File: config.mk
export PLATFORM = sky130hd
export DESIGN_NAME = ps_cfg_loader
export DESIGN_NICKNAME = d
export VERILOG_FILES = /design/src/rtl/ps_cfg_pkg.sv /design/src/rtl/ps_strobe_gen.sv /design/src/rtl/ps_status_sync.sv /design/src/rtl/ps_cfg_loader.sv
export SDC_FILE = /design/constraint.sdc
export NUM_CORES = 1
export LEC_CHECK = 0
export ABC_CLOCK_PERIOD_IN_PS = 2400
export BUFFER_PORTS_ARGS = -buffer_cell sky130_fd_sc_hd__buf_4
export CAP_MARGIN = 0
export CORE_ASPECT_RATIO = 1.1
export CORE_MARGIN = 5
export CORE_UTILIZATION = 45
export DETAILED_ROUTE_END_ITERATION = 7
export PLACE_DENSITY = 0.72
export REMOVE_ABC_BUFFERS = 1
export SYNTH_ARGS = -nofsm -noshare
export SYNTH_HDL_FRONTEND = slang
export SYNTH_SLANG_ARGS = --single-unit
export TNS_END_PERCENT = 10
File: constraint.sdc
create_clock -name clk -period 2.4 [get_ports clk]
set_input_delay 0.36 -clock clk [delete_from_list [all_inputs] [get_ports clk]]
set_output_delay 0.36 -clock clk [all_outputs]
set_load 0.01 [all_outputs]
File: src/rtl/ps_cfg_pkg.sv
// Shared types for the passive serial configuration loader.
// Assumes: one loader instance per target device.
package ps_cfg_pkg;
    typedef enum logic [2:0] {
        ST_IDLE,
        ST_PULSE,
        ST_WAIT,
        ST_SHIFT,
        ST_TRAIL,
        ST_CHECK
    } ld_state_t;

    localparam int STAT_W      = 2;
    localparam int STAT_OK_BIT = 0;
    localparam int STAT_LD_BIT = 1;
endpackage

File: src/rtl/ps_strobe_gen.sv
// Bit-clock phase generator: while run is high, produces a clock that is
// low for DIV_HALF cycles and then high for DIV_HALF cycles. wrap marks the
// last cycle of each period. Assumes: run low returns the phase to zero.
module ps_strobe_gen #(
    parameter int DIV_HALF = 2
) (
    input  logic clk,
    input  logic rst_n,
    input  logic run,
    output logic clk_hi,
    output logic wrap
);
    localparam int PERIOD = 2 * DIV_HALF;
    localparam int PH_W   = (PERIOD > 2) ? $clog2(PERIOD) : 1;
    localparam logic [PH_W-1:0] PH_LAST = PH_W'(PERIOD - 1);
    localparam logic [PH_W-1:0] PH_HIGH = PH_W'(DIV_HALF);

    logic [PH_W-1:0] ph;

    // Phase counter: counts through one bit period while running.
    always_ff @(posedge clk) begin
        if (!rst_n || !run)   ph <= '0;
        else if (ph == PH_LAST) ph <= '0;
        else                    ph <= ph + 1'b1;
    end

    assign clk_hi = run && (ph >= PH_HIGH);
    assign wrap   = run && (ph == PH_LAST);
endmodule

File: src/rtl/ps_status_sync.sv
// Two-flop synchronizer for asynchronous status inputs.
// Assumes: each bit is quasi-static, so no cross-bit coherence is needed.
module ps_status_sync #(
    parameter int W = 2
) (
    input  logic         clk,
    input  logic         rst_n,
    input  logic [W-1:0] d_async,
    output logic [W-1:0] q_sync
);
    logic [W-1:0] meta;

    // Two-stage capture of the asynchronous inputs.
    always_ff @(posedge clk) begin
        if (!rst_n) begin
            meta   <= '0;
            q_sync <= '0;
        end else begin
            meta   <= d_async;
            q_sync <= meta;
        end
    end
endmodule

File: src/rtl/ps_cfg_loader.sv
// Passive serial configuration loader. It powers the target, times the
// configuration request pulse, serialises stream bytes LSB first on the bit
// clock, issues a trailing clock burst and then judges the two status inputs.
// Assumes: clk runs at CLK_HZ, and CLK_HZ is a multiple of 1 MHz.
module ps_cfg_loader
    import ps_cfg_pkg::*;
#(
    parameter int CLK_HZ     = 50_000_000,
    parameter int RESET_US   = 200,
    parameter int DIV_HALF   = 2,
    parameter int TRAIL_CLKS = 50
) (
    input  logic              clk,
    input  logic              rst_n,
    input  logic              start,
    input  logic              in_valid,
    input  logic [7:0]        in_data,
    input  logic              in_last,
    output logic              in_ready,
    output logic              busy,
    output logic              done,
    output logic              err,
    output logic [STAT_W-1:0] res_status,
    output logic              dev_pwr_down,
    output logic              cfg_req_n,
    output logic              dclk,
    output logic              data0,
    input  logic              dev_ok,
    input  logic              dev_loaded
);
    localparam int RESET_CYC = (CLK_HZ / 1_000_000) * RESET_US;
    localparam int PC_W      = $clog2(RESET_CYC + 1);
    localparam int TC_W      = $clog2(TRAIL_CLKS + 1);
    localparam logic [PC_W-1:0] PC_LAST = PC_W'(RESET_CYC - 1);
    localparam logic [TC_W-1:0] TC_LAST = TC_W'(TRAIL_CLKS - 1);

    ld_state_t         state;
    logic [PC_W-1:0]   pulse_cnt;
    logic [TC_W-1:0]   trail_cnt;
    logic [7:0]        shreg;
    logic [2:0]        bit_cnt;
    logic              last_q;
    logic              pwr_down_q;
    logic              done_q;
    logic              err_q;
    logic [STAT_W-1:0] stat_q;
    logic [STAT_W-1:0] stat_sync;
    logic              run;
    logic              clk_hi;
    logic              wrap;

    assign run = (state == ST_SHIFT) || (state == ST_TRAIL);

    ps_strobe_gen #(.DIV_HALF(DIV_HALF)) u_strobe (
        .clk    (clk),
        .rst_n  (rst_n),
        .run    (run),
        .clk_hi (clk_hi),
        .wrap   (wrap)
    );

    logic [STAT_W-1:0] stat_raw;
    always_comb begin
        stat_raw              = '0;
        stat_raw[STAT_OK_BIT] = dev_ok;
        stat_raw[STAT_LD_BIT] = dev_loaded;
    end

    ps_status_sync #(.W(STAT_W)) u_sync (
        .clk     (clk),
        .rst_n   (rst_n),
        .d_async (stat_raw),
        .q_sync  (stat_sync)
    );

    // Sequencer: power, request pulse, byte intake, shifting, trailing burst, check.
    always_ff @(posedge clk) begin
        if (!rst_n) begin
            state      <= ST_IDLE;
            pulse_cnt  <= '0;
            trail_cnt  <= '0;
            shreg      <= '0;
            bit_cnt    <= '0;
            last_q     <= 1'b0;
            pwr_down_q <= 1'b1;
            done_q     <= 1'b0;
            err_q      <= 1'b0;
            stat_q     <= '0;
        end else begin
            unique case (state)
                ST_IDLE: if (start) begin
                    state      <= ST_PULSE;
                    pulse_cnt  <= '0;
                    pwr_down_q <= 1'b0;
                    done_q     <= 1'b0;
                    err_q      <= 1'b0;
                end
                ST_PULSE: begin
                    if (pulse_cnt == PC_LAST) state <= ST_WAIT;
                    else                      pulse_cnt <= pulse_cnt + 1'b1;
                end
                ST_WAIT: if (in_valid) begin
                    shreg   <= in_data;
                    last_q  <= in_last;
                    bit_cnt <= '0;
                    state   <= ST_SHIFT;
                end
                ST_SHIFT: if (wrap) begin
                    shreg   <= {1'b0, shreg[7:1]};
                    bit_cnt <= bit_cnt + 1'b1;
                    if (bit_cnt == 3'd7) begin
                        trail_cnt <= '0;
                        state     <= last_q ? ST_TRAIL : ST_WAIT;
                    end
                end
                ST_TRAIL: if (wrap) begin
                    if (trail_cnt == TC_LAST) state <= ST_CHECK;
                    else                      trail_cnt <= trail_cnt + 1'b1;
                end
                ST_CHECK: begin
                    stat_q <= stat_sync;
                    done_q <= &stat_sync;
                    err_q  <= ~&stat_sync;
                    state  <= ST_IDLE;
                end
                default: state <= ST_IDLE;
            endcase
        end
    end

    assign in_ready     = (state == ST_WAIT);
    assign busy         = (state != ST_IDLE);
    assign done         = done_q;
    assign err          = err_q;
    assign res_status   = stat_q;
    assign dev_pwr_down = pwr_down_q;
    assign cfg_req_n    = (state != ST_PULSE);
    assign dclk         = clk_hi;
    assign data0        = (state == ST_SHIFT) ? shreg[0] : 1'b0;
endmodule

Word-level counts from Yosys, hierarchy flattened --
Cells that the tools add are included.
Storage, ports and cells: logic and storage cells 86, input bits 15, bits in registers 46
Cells by class: eq/ne operators 19, reduce and logical (&&, ||, !) cells 22, magnitude comparators 1, add/sub/neg operators 4, multiplexer cells 27
Operator list (number):
- 3-bit 2-to-1 mux | 10
- 14-bit 2-to-1 mux | 2
- 14-bit one-hot mux with 2 select lines | 1
- 6-bit 2-to-1 mux | 4
- 8-bit 2-to-1 mux | 2
- 8-bit one-hot mux with 2 select lines | 1
- 3-bit one-hot mux with 5 select lines | 1
- 14-bit by 1-bit adder with 14-bit output (second input constant) | 1
- 14-bit == test (second input constant) | 1
- 6-bit one-hot mux with 2 select lines | 1
- 2-bit inequality test (second input constant) | 5
- 3-bit == test (second input constant) | 3
- 2-bit by 1-bit inequality test with 1-bit output (second input constant) | 4
- 2-bit AND reduction | 4
- 2-bit nonzero test | 4
- 7-bit AND reduction | 1
- 6-bit by 1-bit adder with 6-bit output (second input constant) | 1
- 3-bit by 2-bit == test with 1-bit output (second input constant) | 2
- 6-bit == test (second input constant) | 1
- 3-bit one-hot mux with 2 select lines | 1
- 3-bit AND reduction | 2
- 5-bit AND reduction | 1
- 1-bit one-hot mux with 2 select lines | 2
- 3-bit by 1-bit adder with 3-bit output (second input constant) | 1
- 12 further kinds | 17

Logic depth before layout (Yosys ltp) --
Gate-level depths: netlist of run 1.
depth after elaboration 5, mapped depth 7, mapped depth without buffers 6

Hierarchy --
From an unflattened synthesis of run 1, not the netlist that was laid out.
Unflattened totals: cells, all modules 277, area, all modules 2321.0 um2
Modules (own cells, without submodules):
- ps_cfg_loader | seq. area each 800.8 um2, area an instance 2127.0 um2, cells an instance 262, times used 1
- ps_status_sync | seq. area each 80.1 um2, area an instance 105.1 um2, cells an instance 8, times used 1
- ps_strobe_gen | seq. area each 40.0 um2, area an instance 88.8 um2, cells an instance 7, times used 1

Least setup slack after synthesis of run 1 --
No wires, ideal clock.
path type register to register, start point register pulse_cnt[0], end point register state[1], clock period less this slack 1.995 ns, setup time 0.119 ns, path buffers 1, stages on the path, launching flop included 7, slack 0.405 ns, data required time 2.281 ns, data arrival time 1.877 ns, path through dfxtp_1 ha_1 or4b_4 nor4_4 buf_6 o21ai_0 o221a_1
Between the ends: word-level cells in the longest chain between the ends 3
Ends and longest elaborated chain:
- start, declared | RTL line ps_cfg_loader.sv:38 | logic [PC_W-1:0] pulse_cnt;
- start signal, assigned | RTL line ps_cfg_loader.sv:100 | else pulse_cnt <= pulse_cnt + 1'b1;
- 14-bit == test | RTL line ps_cfg_loader.sv:99 | if (pulse_cnt == PC_LAST) state <= ST_WAIT;
- 2-bit inequality test (no source line)
- 7-bit AND reduction (no source line)
- end signal, assigned | RTL line ps_cfg_loader.sv:113 | state <= last_q ? ST_TRAIL : ST_WAIT;
- end, declared | RTL line ps_cfg_loader.sv:37 | ld_state_t state;
Every way passes these cells. A chain may end at the register's enable or synchronous reset.

Worst setup path in the final report of run 1 --
start point register pulse_cnt[0], end point register pulse_cnt[8]
Between the ends: word-level cells in the longest chain between the ends 3, elaborated cells on any way between the ends 6, those cells by class 1 x add/sub; 2 x eq/ne; 2 x mux; 1 x reduce/logical
Ends and longest elaborated chain (RTL line):
- 14-bit by 1-bit adder with 14-bit output or 14-bit == test (tied branches) | ps_cfg_loader.sv:100, ps_cfg_loader.sv:99
- 14-bit 2-to-1 mux or 2-bit inequality test (tied branches)
- 14-bit one-hot mux with 2 select lines or 3-bit AND reduction (tied branches)
Several ways; a longest one is shown, not always the timed one. The select of a mux whose other input is x is not followed.

==> results of run 1 <==
[report_power, final]
| part | internal (uW) | total [uW] | switching, uW |
|---|---|---|---|
| clock | 233 | 485 | 253 |
| sequential | 790 | 823 | 32.6 |
| combinational | 101 | 249 | 148 |
| total | 1120 | 1560 | 434 |
[timing repair]
item / 4_1_cts / 5_1_grt
setup endpoints to repair: 0 / 1
endpoints found under the hold margin: 0 / 0
gates resized for setup: 0 / 1
[cell usage after synthesis, types with 2 or more instances]
| cell type | instances |
|---|---|
| nand2_1 | 44 |
| o311ai_0 | 2 |
| o21a_1 | 3 |
| nand3b_1 | 5 |
| o31ai_1 | 2 |
| a31oi_1 | 6 |
| o21ai_0 | 7 |
| o221ai_1 | 3 |
| nand4_1 | 5 |
| and3_1 | 3 |
| nor2b_1 | 2 |
| a2bb2oi_1 | 2 |
| and2_1 | 6 |
| a21boi_0 | 2 |
| nor3_1 | 3 |
| a21oi_1 | 13 |
| and3b_1 | 2 |
| or4_1 | 2 |
| ha_1 | 7 |
| clkbuf_1 | 13 |
| buf_6 | 3 |
| nand2b_1 | 5 |
| mux2i_1 | 5 |
| inv_1 | 7 |
| a311oi_1 | 9 |
| a32oi_1 | 3 |
| or3_1 | 6 |
| nand3_1 | 12 |
| nand4b_1 | 2 |
| nor3b_2 | 2 |
| buf_1 | 2 |
| nor2_1 | 21 |
| and4_1 | 2 |
| dfxtp_1 | 46 |
| a21o_1 | 2 |
| o211ai_1 | 5 |
| nor3b_1 | 2 |
[routing by layer]
metal / track usage (%) / routed length (um) / up-vias / share of wire [%]
met1: 20.4 / 2410 / 1020 / 47
met4: 5.22 / 76 / 0 / 1.5
met5: 0 / 0 / - / 0
li1: - / - / 1097 / -
met2: 25.8 / 2380 / 42 / 46
met3: 4.24 / 266 / 6 / 5.2
[flip-flops by register name, indices dropped and copies added (netlist names), 2 cells and up]
name / flops
bit_cnt: 3
pulse_cnt: 14
res_status: 2
u_sync.meta: 2
u_strobe.ph: 2
trail_cnt: 6
state: 3
shreg: 8
u_sync.q_sync: 2
[logic make-up (layout without fill, tap and decap cells)]
family / after synthesis / count (layout)
AND/OR/NAND/NOR: 134 / 134
AO/OA/AOI/OAI: 68 / 68
flip-flops: 46 / 46
buffers and inverters: 27 / 45
adder cells (fa/ha/maj): 7 / 7
multiplexers: 5 / 5
[layout make-up]
class	instances	area [um2]
fill	535	2580
multi-input combinational	214	1380
sequential	46	921
timing repair buffer	30	225
tap	75	93.8
clock buffer	7	86.3
inverter	7	26.3
clock inverter	1	5.00
[cell usage in the layout, fill, tap and decap left out, types with 2 or more instances in the layout]
master and count:
a21boi_0 2, a21o_1 2, a21oi_1 13, a2bb2oi_1 2, a311oi_1 9, a31oi_1 6, a32oi_1 3, and2_1 6
and3_1 3, and3b_1 2, and4_1 2, buf_4 30, clkbuf_8 6, dfxtp_1 46, ha_1 7, inv_1 7
mux2i_1 5, nand2_1 44, nand2b_1 5, nand3_1 12, nand3b_1 5, nand4_1 5, nand4b_1 2, nor2_1 21
nor2b_1 2, nor3_1 3, nor3b_1 2, o211ai_1 5, o21a_1 3, o21ai_0 7, o221ai_1 3, o311ai_0 2
o31ai_1 2, or3_1 6, or4_1 2
[stage by stage]
step                      std cells  worst slack [ps]  area (um2)  util, %  power, uW
after floorplan                 267               183        2320        -        984
after global placement          372               246        2640     49.6       1080
after detailed placement        372               216        2640     49.6       1090
after CTS                       380               154        2740     51.4       1580
after global routing            380              5.10        2740     51.5       1650
final                           380               177        2740     51.5       1560
[worst max-delay path by stage]
| stage | end | slack [ps] |
|---|---|---|
| 6_report | pulse_cnt[8]$_SDFFE_PN0P_ | 180 |
| 5_1_grt | pulse_cnt[8]$_SDFFE_PN0P_ | 5 |
| 4_1_cts | dclk | 150 |
| 3_5_place_dp | pulse_cnt[8]$_SDFFE_PN0P_ | 220 |
| 3_3_place_gp | pulse_cnt[8]$_SDFFE_PN0P_ | 250 |
| 2_1_floorplan | pulse_cnt[11]$_SDFFE_PN0P_ | 180 |
==> summary.md, run 1 <==
| Metric | Value |
|---|---|
| TritonRoute pass-1 iters | `4` |
| Largest net degree at the start of global routing | `26` |
| Reg2reg end | `pulse_cnt[8]$_SDFFE_PN0P_` |
| Inserted Clock Buffers | `5` |
| First-pass GRT wire length | `8.96 mm` |
| Die area | `6980 um2` |
| Vias in the first global route | `1987` |
| H-tree Lvls | `2` |
| Final Hold Vio Count | `0` |
| Status | `finished, final reports clean` |
| CP Cell Sequence | `ha_1 -> or4b_4 -> nor4_4 -> buf_4 -> o211ai_1 -> a221oi_2` |
| Worst setup path category | `flip-flop to flip-flop` |
| Cell count of the worst reg-to-reg path | `6` |
| Final HPWL DP | `3.49 mm` |
| Worst min path class | `primary input to flip-flop` |
| Hold wc startpoint | `dev_ok` |
| Async SR Flop Fraction | `0%` |
| Final GP Congestion | `0.796` |
| Main synth FF type | `dfxtp_1` |
| Vias per cell | `5.70` |
| Iteration-0 DRC Markers | `168` |
| CTS max path bufs | `2` |
| Port Buffers | `24` |
| Root buf cell | `clkbuf_8` |
| Setup Fix Bufs, Post-CTS | `0` |
| Synth Cell Area | `2430 um2` |
| Critical path's slowest cell | `or4b_4` |
| Die H | `87.1 um` |
| P&R area growth vs syn | `12.6%` |
| Yosys top cell by area | `dfxtp_1` |
| Period Utilization, post-route | `92.6%` |
| Vias | `2165` |
| Synth area leaders | `dfxtp_1, nand2_1, ha_1` |
| Initial antenna violation count | `0` |
| Yosys warning count | `0` |
| DIE WIDTH | `80.1 um` |
| Slew headroom | `62.7%` |
| Setup violators final | `0` |
| Core ar. | `5330 um2` |
| Setup crit start | `pulse_cnt[0]$_SDFFE_PN0P_` |
| Xor/xnor share of the synthesized area | `0%` |
| GRT Residual Overflow | `0` |
| DRC violations left | `0` |
| Drt wl/cell | `13.5 um` |
| CTS tree | `yes` |
| Period minus WS final | `2220 ps` |
| Yosys reg bits | `46` |
| Bufs and invs on worst path | `1` |
| R2r setup slk | `180 ps` |
| Final setup TNS | `0 ps` |
| Hold endpoint | `u_sync.meta[0]$_SDFF_PN0_` |
| P_leak | `0.000995 uW` |
| Clock Latency Late Sink | `290 ps` |
| Share of cells above drive strength 1 | `16.4%` |
| Slew Limit Fails | `0` |
| Setup Skew | `7.32 ps` |
| Mapped Cells | `287` |
| Site Rows | `28` |
| Power Density | `568 nW/um2` |
| Fmax | `0.450 GHz` |
| Synth Area in Compound Gates | `20.4%` |
| Boundary Pins | `25` |
| Starting Density | `45.7%` |
| Post-Synth Simple-Gate Area | `30.5%` |
| Adder-cell share of the synthesized area | `3.60%` |
| Clock transition at path regs | `80 ps` |
| Netlist cell types | `58` |
| Multiplexer share of the synthesized area | `2.06%` |
| WP data arrival | `2430 ps` |
| CP top delay family | `simple AND/OR/NAND/NOR gates` |
| Hold slack | `272 ps` |
| Diode count | `0` |
| # nets final | `326` |
| Setup crit start kind | `flip-flop` |
| Syn avg cell area | `8.48 um2` |
| Least-Margin Pin Slew | `558 ps` |
| Hold_buf cts | `0` |
| Crit path max fanout | `8` |
| Clock sink total | `46` |
| Number of synthesized flops with an enable pin | `0` |
| Critical Path RT | `2610 ps` |
| Peak VDD IR | `425 uV` |
| Reg2reg start | `pulse_cnt[0]$_SDFFE_PN0P_` |
| Maxcap violations | `0` |
| Combinational family with the most area after synthesis | `simple AND/OR/NAND/NOR gates` |
| Drt total wl | `5.14 mm` |
| Sequential fraction of the synthesis area | `37.8%` |
| Number of stages on the worst setup path | `6` |
| Post-synth top area share | `37.8%` |
| Crit. End Element | `flip-flop` |
| RSZ-0062 raised after global routing | `no` |
| Final ANT Viol Nets | `0` |
| GRT Total Usage | `15.9%` |
| Hold path cells | `2` |
| Largest stage delay on the critical path | `480 ps` |
No activity file was read; power rests on OpenSTA's default activity.
==> run 2, diff against run 1 <==
--- a/config.mk
+++ b/config.mk
@@ -11,7 +11,9 @@
 export CORE_ASPECT_RATIO = 1.1
 export CORE_MARGIN = 5
 export CORE_UTILIZATION = 45
+export CTS_BUF_LIST = sky130_fd_sc_hd__clkbuf_8
 export DETAILED_ROUTE_END_ITERATION = 7
+export GPL_TIMING_DRIVEN = 0
 export PLACE_DENSITY = 0.72
 export REMOVE_ABC_BUFFERS = 1
 export SYNTH_ARGS = -nofsm -noshare
==> run 2 against run 1 <==
Setup slack got worse by 14 ps. Combinational power down 4%. First-iteration DRC count is 15% higher. Die area stayed put. Critical path depth fell by 2. Global-route usage is 0.37 points lower. Design area down 0.41%. Maximum frequency fell by 0.64%. Critical endpoint is now dclk.
==> summary.md, run 2 (same netlist as run 1, synthesis figures left out) <==
| Metric | Value |
|---|---|
| RSZ-0062 raised after global routing | `no` |
| Final setup TNS | `0 ps (unchanged)` |
| Total Power | `1510 uW (-3.0%)` |
| Diode count | `0 (unchanged)` |
| Die H | `87.1 um (unchanged)` |
| Crit path max fanout | `18 (+10)` |
| Max reg flops | `14 (unchanged)` |
| Placed cell count | `366 (-1.6%)` |
| Critical Path RT | `2040 ps (-570 ps)` |
| Root buf cell | `clkbuf_8` |
| Status | `finished, final reports clean` |
| Least-Margin Pin Slew | `943 ps (+385 ps)` |
| CTS tree | `yes` |
| Boundary Pins | `25 (unchanged)` |
| # nets final | `326 (unchanged)` |
| DRC violations left | `0 (unchanged)` |
| Vias in the first global route | `1875 (-5.6%)` |
| Inserted Clock Buffers | `5 (unchanged)` |
| Starting Density | `45.7% (unchanged)` |
| Final HPWL DP | `3.32 mm (-4.7%)` |
| Top reg by flops | `pulse_cnt` |
| Worst min path class | `primary input to flip-flop` |
| Reg area | `921 um2 (unchanged)` |
| Iteration-0 DRC Markers | `194 (+15%)` |
| WP data arrival | `1880 ps (-550 ps)` |
| Clock Latency Late Sink | `290 ps (about the same)` |
| Final ANT Viol Nets | `0 (unchanged)` |
| Clock transition at path regs | `80 ps (about the same)` |
| Fmax | `0.447 GHz (-0.64%)` |
| Vias | `2149 (-0.74%)` |
| Setup crit start kind | `flip-flop` |
| Crit. End Element | `primary output` |
| P_leak | `0.000991 uW (-0.34%)` |
| H-tree Lvls | `2 (unchanged)` |
| Top Registers | `pulse_cnt (14), shreg (8), trail_cnt (6)` |
| DIE WIDTH | `80.1 um (unchanged)` |
| Slew Limit Fails | `0 (unchanged)` |
| Site Rows | `28 (unchanged)` |
| Maxcap violations | `0 (unchanged)` |
| Core ar. | `5330 um2 (unchanged)` |
| Final worst slack | `162 ps (-14.4 ps)` |
| Share of cells above drive strength 1 | `16.8% (+0.38 points)` |
| GRT Total Usage | `15.5% (-0.37 points)` |
| Most common cell after layout, fill and taps aside | `dfxtp_1` |
| Hold_buf cts | `0 (unchanged)` |
| Vias per cell | `5.67 (-0.48%)` |
| Period Utilization, post-route | `93.2% (+0.60 points)` |
| Largest net degree at the start of global routing | `30 (+15%)` |
| Worst setup path category | `flip-flop to primary output` |
| Final GP Congestion | `0.841 (+5.8%)` |
| Port Buffers | `24 (unchanged)` |
| Setup violators final | `0 (unchanged)` |
| Hold slack | `268 ps (-4.58 ps)` |
| Die area | `6980 um2 (unchanged)` |
| Setup Skew | `4.99 ps (-2.33 ps)` |
| Final Hold Vio Count | `0 (unchanged)` |
| First-pass GRT wire length | `8.75 mm (-2.3%)` |
| Most frequent cells in the layout | `dfxtp_1, nand2_1, buf_4` |
| Slew headroom | `37.1% (-26 points)` |
| GRT Residual Overflow | `0 (unchanged)` |
| Peak VDD IR | `315 uV (-26%)` |
| Clock sink total | `46 (unchanged)` |
| Power Density | `554 nW/um2 (-2.6%)` |
| Drt wl/cell | `13.2 um (-2.2%)` |
| Pre-CTS WS | `-281 ps (-497 ps)` |
| Layout Cells excl Fill | `379 (-0.26%)` |
| CTS max path bufs | `2 (unchanged)` |
| Drt total wl | `5.01 mm (-2.5%)` |
| Layout filler cell count | `547 (+2.2%)` |
| Period minus WS final | `2240 ps (+14.4 ps)` |
| Area of the multi-input gates | `1390 um2 (about the same)` |
| TritonRoute pass-1 iters | `4 (unchanged)` |
| Initial antenna violation count | `0 (unchanged)` |
| P&R area growth vs syn | `12.2%` |
run 2: cell types whose count changed in the layout (fill, tap and decap cells not counted):
| cell | previous run | this run |
|---|---|---|
| and3b_1 | 2 | 1 |
| and3b_2 | 0 | 1 |
| clkbuf_1 | 1 | 0 |
| clkbuf_8 | 6 | 5 |
| clkinv_2 | 1 | 2 |
run 2: worst max-delay path: stages (launching register included):
cell and delay, ps:
dfxtp_1 670, nor3b_2 560, nor2_1 120, nor2_1 120
buf_4 120
run 2: repair_timing:
item	in CTS	in global routing
setup buffers	6	0
pin swaps	1	0
endpoints found under the setup margin	17	8
resized for setup	1	1
run 2: worst paths after layout:
path	start	to	slack, ps	cells past startpoint
worst max register to register	pulse_cnt[0]$_SDFFE_PN0P_	state[0]$_SDFFE_PN0P_	230	6
worst max-delay path	state[2]$_SDFFE_PN0P_	dclk	160	4
worst min-delay path	dev_ok	u_sync.meta[0]$_SDFF_PN0_	270	2
worst min register to register	u_sync.meta[1]$_SDFF_PN0_	u_sync.q_sync[1]$_SDFF_PN0_	440	1
run 2: layout make-up:
class / count / share of cell area (%)
Clock inverter: 2 / 0.367
Multi-Input combinational cell: 214 / 50.7
Timing Repair Buffer: 30 / 8.25
Inverter: 7 / 0.962
Clock buffer: 5 / 2.52
Sequential cell: 46 / 33.7
Tap cell: 75 / 3.44
run 2: where the power goes:
group | internal (uW) | switching, uW
Sequential | 790 | 36.5
Clock | 196 | 249
Combinational | 96.9 | 143
Total | 1080 | 428
run 2: per-stage QoR:
| step | instance area, um2 | utilization [%] |
|---|---|---|
| final | 2730 | 51.3 |
| after global routing | 2730 | 51.3 |
| after CTS | 2730 | 51.2 |
| after detailed placement | 2600 | 48.8 |
| after global placement | 2600 | 48.8 |
| after floorplan | 2320 | - |
run 2: per-layer routing:
layer,track usage (%),part of all wire [%]
met1,21.3,50
met2,24.2,44
met3,3.73,5.1
met4,4.61,1.2
met5,0,0
